`src/rtl/daf_pkg.sv`:
```
package daf_pkg;
   localparam int MODE_EN_BIT = 31;
   localparam int MODE_BC_BIT = 30;
   localparam int MODE_MC_BIT = 29;
   localparam int MODE_UC_BIT = 28;
   localparam int MODE_PM_BIT = 27;

   typedef enum logic [1:0] {
      RSEL_MODE = 2'd0,
      RSEL_PTR  = 2'd1,
      RSEL_DATA = 2'd2,
      RSEL_NONE = 2'd3
   } reg_sel_e;
endpackage

```
`src/rtl/daf_regs.sv`:
```
module daf_regs #(
   parameter int ADDR_BYTES = 6,
   parameter int SLOT_BYTES = 2,
   parameter int DATA_W     = 32,
   parameter int PTR_W      = 8
) (
   input  logic                    clk,
   input  logic                    rst_n,
   input  logic                    reg_wr,
   input  logic [1:0]              reg_sel,
   input  logic [DATA_W-1:0]       reg_wdata,
   output logic [DATA_W-1:0]       reg_rdata,
   output logic [DATA_W-1:0]       mode_q,
   output logic [PTR_W-1:0]        ptr_q,
   output logic [ADDR_BYTES*8-1:0] station_q
);
   import daf_pkg::*;
   localparam int NSLOT  = ADDR_BYTES / SLOT_BYTES;
   localparam int SLOT_W = SLOT_BYTES * 8;

   logic [SLOT_W-1:0] slot_rd [NSLOT];
   logic [NSLOT-1:0]  slot_hit;

   always_ff @(posedge clk or negedge rst_n) begin
      if (!rst_n) begin
         mode_q <= '0;
         ptr_q  <= '0;
      end else if (reg_wr) begin
         if (reg_sel == RSEL_MODE) mode_q <= reg_wdata;
         if (reg_sel == RSEL_PTR)  ptr_q  <= reg_wdata[PTR_W-1:0];
      end
   end

   for (genvar s = 0; s < NSLOT; s++) begin : g_slot
      assign slot_hit[s] = (ptr_q == PTR_W'(s * SLOT_BYTES));
      always_ff @(posedge clk or negedge rst_n) begin
         if (!rst_n)
            station_q[s*SLOT_W +: SLOT_W] <= '0;
         else if (reg_wr && reg_sel == RSEL_DATA && slot_hit[s])
            station_q[s*SLOT_W +: SLOT_W] <= reg_wdata[SLOT_W-1:0];
      end
      assign slot_rd[s] = slot_hit[s] ? station_q[s*SLOT_W +: SLOT_W] : '0;
   end

   always_comb begin
      logic [SLOT_W-1:0] data_rd;
      data_rd = '0;
      for (int s = 0; s < NSLOT; s++) data_rd |= slot_rd[s];
      unique case (reg_sel)
         RSEL_MODE: reg_rdata = mode_q;
         RSEL_PTR:  reg_rdata = DATA_W'(ptr_q);
         RSEL_DATA: reg_rdata = DATA_W'(data_rd);
         default:   reg_rdata = '0;
      endcase
   end
endmodule

```
`src/rtl/daf_cmp.sv`:
```
module daf_cmp #(
   parameter int ADDR_BYTES = 6
) (
   input  logic                    clk,
   input  logic                    rst_n,
   input  logic                    sof,
   input  logic                    byte_vld,
   input  logic [7:0]              byte_data,
   input  logic [ADDR_BYTES*8-1:0] station,
   output logic                    last,
   output logic                    eq_n,
   output logic                    ones_n,
   output logic                    grp_n
);
   localparam int CNT_W = $clog2(ADDR_BYTES + 1);
   localparam logic [CNT_W-1:0] IDLE = CNT_W'(ADDR_BYTES);

   logic [CNT_W-1:0] cnt_q, idx;
   logic             eq_q, ones_q, grp_q, active;
   logic [7:0]       ref_byte;

   always_comb begin
      idx      = sof ? '0 : cnt_q;
      active   = byte_vld && (idx < IDLE);
      ref_byte = '0;
      for (int b = 0; b < ADDR_BYTES; b++)
         if (idx == CNT_W'(b)) ref_byte = station[b*8 +: 8];
      eq_n   = ((idx == '0) ? 1'b1 : eq_q)   && (byte_data == ref_byte);
      ones_n = ((idx == '0) ? 1'b1 : ones_q) && (byte_data == 8'hFF);
      grp_n  =  (idx == '0) ? byte_data[0] : grp_q;
      last   = active && (idx == IDLE - 1'b1);
   end

   always_ff @(posedge clk or negedge rst_n) begin
      if (!rst_n) begin
         cnt_q  <= IDLE;
         eq_q   <= 1'b0;
         ones_q <= 1'b0;
         grp_q  <= 1'b0;
      end else if (active) begin
         cnt_q  <= idx + 1'b1;
         eq_q   <= eq_n;
         ones_q <= ones_n;
         grp_q  <= grp_n;
      end else if (sof) begin
         cnt_q  <= '0;
      end
   end
endmodule

```
`src/rtl/daf_decide.sv`:
```
module daf_decide #(
   parameter int DATA_W = 32
) (
   input  logic              clk,
   input  logic              rst_n,
   input  logic              last,
   input  logic              eq,
   input  logic              ones,
   input  logic              grp,
   input  logic [DATA_W-1:0] mode,
   output logic              res_vld,
   output logic              res_accept
);
   import daf_pkg::*;
   logic is_bc, is_mc, is_uc, acc_c;

   always_comb begin
      is_bc = ones;
      is_mc = grp && !ones;
      is_uc = !grp;
      acc_c = mode[MODE_EN_BIT] &&
              ((is_bc && mode[MODE_BC_BIT]) || (is_mc && mode[MODE_MC_BIT]) ||
               (is_uc && mode[MODE_UC_BIT]) || (eq && mode[MODE_PM_BIT]));
   end

   always_ff @(posedge clk or negedge rst_n) begin
      if (!rst_n) begin
         res_vld    <= 1'b0;
         res_accept <= 1'b0;
      end else begin
         res_vld    <= last;
         res_accept <= last && acc_c;
      end
   end
endmodule

```
`src/rtl/dest_addr_filter.sv`:
```
module dest_addr_filter #(
   parameter int ADDR_BYTES = 6,
   parameter int SLOT_BYTES = 2,
   parameter int DATA_W     = 32,
   parameter int PTR_W      = 8
) (
   input  logic              clk,
   input  logic              rst_n,
   input  logic              reg_wr,
   input  logic [1:0]        reg_sel,
   input  logic [31:0]       reg_wdata,
   output logic [31:0]       reg_rdata,
   input  logic              sof,
   input  logic              byte_vld,
   input  logic [7:0]        byte_data,
   output logic              res_vld,
   output logic              res_accept
);
   if (ADDR_BYTES % SLOT_BYTES != 0) begin : g_bad_slot
      $error("ADDR_BYTES must be a multiple of SLOT_BYTES");
   end
   if (DATA_W != 32) begin : g_bad_width
      $error("mode word layout needs DATA_W of 32");
   end
   if (SLOT_BYTES * 8 > DATA_W || (1 << PTR_W) < ADDR_BYTES) begin : g_bad_ptr
      $error("slot or pointer width too small");
   end

   logic [DATA_W-1:0]       mode_q;
   logic [PTR_W-1:0]        ptr_q;
   logic [ADDR_BYTES*8-1:0] station_q;
   logic                    cmp_last, cmp_eq, cmp_ones, cmp_grp;

   daf_regs #(.ADDR_BYTES(ADDR_BYTES), .SLOT_BYTES(SLOT_BYTES),
              .DATA_W(DATA_W), .PTR_W(PTR_W)) u_regs (
      .clk(clk), .rst_n(rst_n), .reg_wr(reg_wr), .reg_sel(reg_sel),
      .reg_wdata(reg_wdata), .reg_rdata(reg_rdata), .mode_q(mode_q),
      .ptr_q(ptr_q), .station_q(station_q)
   );

   daf_cmp #(.ADDR_BYTES(ADDR_BYTES)) u_cmp (
      .clk(clk), .rst_n(rst_n), .sof(sof), .byte_vld(byte_vld),
      .byte_data(byte_data), .station(station_q), .last(cmp_last),
      .eq_n(cmp_eq), .ones_n(cmp_ones), .grp_n(cmp_grp)
   );

   daf_decide #(.DATA_W(DATA_W)) u_decide (
      .clk(clk), .rst_n(rst_n), .last(cmp_last), .eq(cmp_eq),
      .ones(cmp_ones), .grp(cmp_grp), .mode(mode_q),
      .res_vld(res_vld), .res_accept(res_accept)
   );
endmodule

```
`config.mk`:
```
export PLATFORM = sky130hd
export DESIGN_NAME = dest_addr_filter
export DESIGN_NICKNAME = d
export VERILOG_FILES = /design/src/rtl/daf_pkg.sv /design/src/rtl/daf_regs.sv /design/src/rtl/daf_cmp.sv /design/src/rtl/daf_decide.sv /design/src/rtl/dest_addr_filter.sv
export SDC_FILE = /design/constraint.sdc
export NUM_CORES = 1
export LEC_CHECK = 0
export ABC_CLOCK_PERIOD_IN_PS = 8500
export BUFFER_PORTS_ARGS = -buffer_cell sky130_fd_sc_hd__buf_2
export CORE_ASPECT_RATIO = 0.5
export CORE_MARGIN = 2
export CORE_UTILIZATION = 60
export DETAILED_ROUTE_END_ITERATION = 6
export GPL_ROUTABILITY_DRIVEN = 0
export GPL_TIMING_DRIVEN = 0
export PLACE_DENSITY = 0.92
export SKIP_LAST_GASP = 1
export SYNTH_ARGS = -nofsm -noshare
export SYNTH_HDL_FRONTEND = slang
export SYNTH_HIERARCHICAL = 1
export SYNTH_SLANG_ARGS = --single-unit
```
`constraint.sdc`:
```
create_clock -name clk -period 8.5 [get_ports clk]
set_input_delay 2.125 -clock clk [delete_from_list [all_inputs] [get_ports clk]]
set_output_delay 2.125 -clock clk [all_outputs]
set_load 0.03 [all_outputs]
```
==> metrics.yaml <==
pwr-share-comb: 0.236
r2r_start: "u_cmp/cnt_q[2]"
crit_fanout: 8
die-area_um2: 9620
cpLargestDelayFamily: "simple AND/OR/NAND/NOR gates"
ys.flop_type: "dfrtp_1"
synthSimpleGateAreaFrac: 0.110
core_area_um2: 8620
synth-xor-area-share: 0.00829
maxCapViolations: 0
tns_ns: 0
start_util: 0.613
synthesis.nets: 508
power.switching_uw: 408
grt_max_degree: 52
holdPathEnd: "u_regs/mode_q[18]"
rsz0062_at_grt: "no"
vias: 4352
avgSynthCellArea_um2: 11.5
h-tree-depth: 3
p_sw_frac: 0.293
reg2reg_depth: 16
final_nets: 600
timing.final.crit_share: 0.745
netlist.area_leader.share: 0.445
diodes: 0
routed_wl_mm: 14.6
cts-buffers-inserted: 9
synth_area_um2: 5280
seq_area_frac_synth: 0.455
grt_overflow: 0
hp-class: "reg2reg"
grt_pass1_wl_mm: 23.2
yosys_warnings: 6
yosys.area.top_type: "dfrtp_1"
muxShareOfSynthArea: 0.245
cts.sinks: 96
reg2reg_setup_slack_ns: 4.87
holdPathStages: 1
finalHoldViolCount: 0
cp_slowest_stage_delay_ns: 1.00
die_h_um: 70.4
synth_compound_area_frac: 0.136
setup_viol: 0
intPower_uw: 985
drc: 0
port_buffers: 80
ys_ff_latch: 96
r2r_end: "u_decide/res_accept"
drive_gt1_frac: 0.391
cts.hold.buffers_added: 0
p_leak_nw: 2.85
syn_inst: 458
cts_buffer_depth: 2
post_cts_buffers: 0
die_w_um: 137
grt_usage: 0.324
required_ns: 6.38
cpMostUsedCell: "buf_2"
post-route-min-period_ns: 6.33
arrival_ns: 4.21
status: "finished clean"
ir_drop_mv: 0.142
synth_area_leaders: "dfrtp_1, mux2_2, mux2i_1, and2_1, a2bb2oi_1"
p_clk_frac: 0.342
ios: 81
drtAntennaViolNets: 0
cp-end-kind: "output pin"
cts_resized: 0
netlist-cell-type-count: 62
hpwl_mm: 10.3
worst_slew_pin_slew_ns: 1.29
postSynth.asyncResetShare: 1.00
fmax_ghz: 0.158
drt-vias-per-instance: 6.51
first_pass_iters: 7
maxSlewHeadroom: 0.130
critPathSlowestCell: "nor3_1"
grt_pass1_vias: 4396
cts_tree: "done"
worstPathBufferInverterCount: 2
start_kind: "input pin"
antenna_found_initial: 0
path_clk_slew_ns: 0.06
area_growth_pct: 17.5
cp_cell_sequence: "buf_2, or3_1, nor3_1, a22o_1, buf_2"
synthAdderAreaFrac: 0.00711
clk_latency_ns: 0.35
p_per_area_nw_per_um2: 225
min-delay-start: "u_regs/mode_q[18]"
clock-root-buffer: "clkbuf_16"
row_count: 24
critPathKind: "in2out"
finalClockSkew_ns: 0.00878
dr.first_iter.drc_count: 484
slew_violations: 0
routedWlPerCell_um: 21.8
seqPwrFrac: 0.421
holdWs_ns: 0.496
synth_edf_count: 0
synth_top_family_by_area: "multiplexers"
## Yosys cell counts, types with 2 or more instances
cell type / count
inv_1: 10
nor4_4: 3
clkbuf_1: 13
a221oi_1: 2
or2_2: 2
buf_6: 5
nor2b_1: 3
o21a_1: 3
a22oi_1: 2
a211o_1: 2
a21oi_1: 14
nand2_1: 21
dfstp_2: 2
o22ai_1: 11
xnor2_1: 3
a2111oi_0: 2
nand2b_1: 7
nor3_1: 6
mux2_2: 92
buf_2: 9
xor2_1: 2
ha_1: 3
o2bb2ai_1: 8
o21ai_0: 14
a221o_1: 2
a22o_1: 8
and2_1: 21
nand4_1: 5
inv_2: 2
o31a_1: 2
a2bb2oi_1: 9
mux2i_1: 26
o211ai_1: 2
dfrtp_1: 94
nor2_1: 15
a31oi_1: 6
buf_1: 2
## cell families after synthesis
group / Yosys count
AO/OA/AOI/OAI: 98
XOR/XNOR: 5
adder cells (fa/ha/maj): 3
buffers and inverters: 41
flip-flops: 96
multiplexers: 118
AND/OR/NAND/NOR: 97
## state kept, by name, indices dropped and copies added (netlist names)
register / flops
u_cmp/cnt_q: 3
u_decide/res_accept: 1
u_regs/mode_q: 32
u_decide/res_vld: 1
u_cmp/grp_q: 1
u_regs/ptr_q: 8
u_regs/station_q: 48
u_cmp/ones_q: 1
u_cmp/eq_q: 1
## per-layer routing
metal,up-vias,track usage,share of wire
met1,2152,0.442,0.42
met4,0,0.119,0.027
met3,60,0.0755,0.10
met5,-,0,0
li1,1883,-,-
met2,257,0.506,0.44
## power groups by stage
| stage | combinational [mW] | sequential (mW) | clock [mW] |
|---|---|---|---|
| after floorplan | 0.233 | 0.568 | 0 |
| final | 0.329 | 0.587 | 0.477 |
| after global placement | 0.304 | 0.586 | 0 |
| after CTS | 0.322 | 0.584 | 0.483 |
| after detailed placement | 0.319 | 0.592 | 0 |
| after global routing | 0.352 | 0.595 | 0.498 |
## layout make-up
cell class / count / area [um2]
timing repair buffer: 81 / 430
fill: 563 / 2410
multi-input combinational: 321 / 2680
buffer: 29 / 158
sequential: 96 / 2400
inverter: 12 / 45.0
clock inverter: 4 / 120
clock buffer: 9 / 225
tap: 117 / 146
## per-stage QoR
stage               instances  worst slack (ns)   util  power (mW)  instance area (um2)
detailed placement        656              2.23  0.680       0.910                 5860
CTS                       669              2.20  0.720        1.39                 6200
global placement          655              2.22  0.676       0.890                 5830
global route              669              2.09  0.720        1.44                 6200
finish                    669              2.17  0.720        1.39                 6200
floorplan                 458              2.71      -       0.801                 5280
## cell usage in the layout (no fill, tap or decap), types with 3 or more instances in the layout
| master | n |
|---|---|
| nor3_1 | 6 |
| mux2_2 | 92 |
| bufinv_16 | 4 |
| clkbuf_16 | 9 |
| nor2b_1 | 3 |
| xnor2_1 | 3 |
| ha_1 | 3 |
| a31oi_1 | 6 |
| nor2_1 | 15 |
| mux2i_1 | 26 |
| nor4_4 | 3 |
| nand4_1 | 5 |
| nand2b_1 | 7 |
| clkbuf_1 | 13 |
| o2bb2ai_1 | 8 |
| o21a_1 | 3 |
| a21oi_1 | 14 |
| nand2_1 | 21 |
| dfrtp_1 | 94 |
| a22o_1 | 8 |
| o22ai_1 | 11 |
| o21ai_0 | 14 |
| buf_2 | 88 |
| a2bb2oi_1 | 9 |
| inv_1 | 10 |
| buf_6 | 5 |
| and2_1 | 21 |
## worst max-delay path by stage
| stage | startpoint | end | depth (start not counted) |
|---|---|---|---|
| detailed placement | reg_sel[0] | reg_rdata[12] | 5 |
| global placement | reg_sel[0] | reg_rdata[12] | 5 |
| floorplan | reg_sel[0] | reg_rdata[4] | 4 |
| CTS | reg_sel[0] | reg_rdata[12] | 5 |
| global route | reg_sel[0] | reg_rdata[12] | 5 |
| finish | reg_sel[0] | reg_rdata[12] | 5 |
No activity file was read; power rests on OpenSTA's default activity.
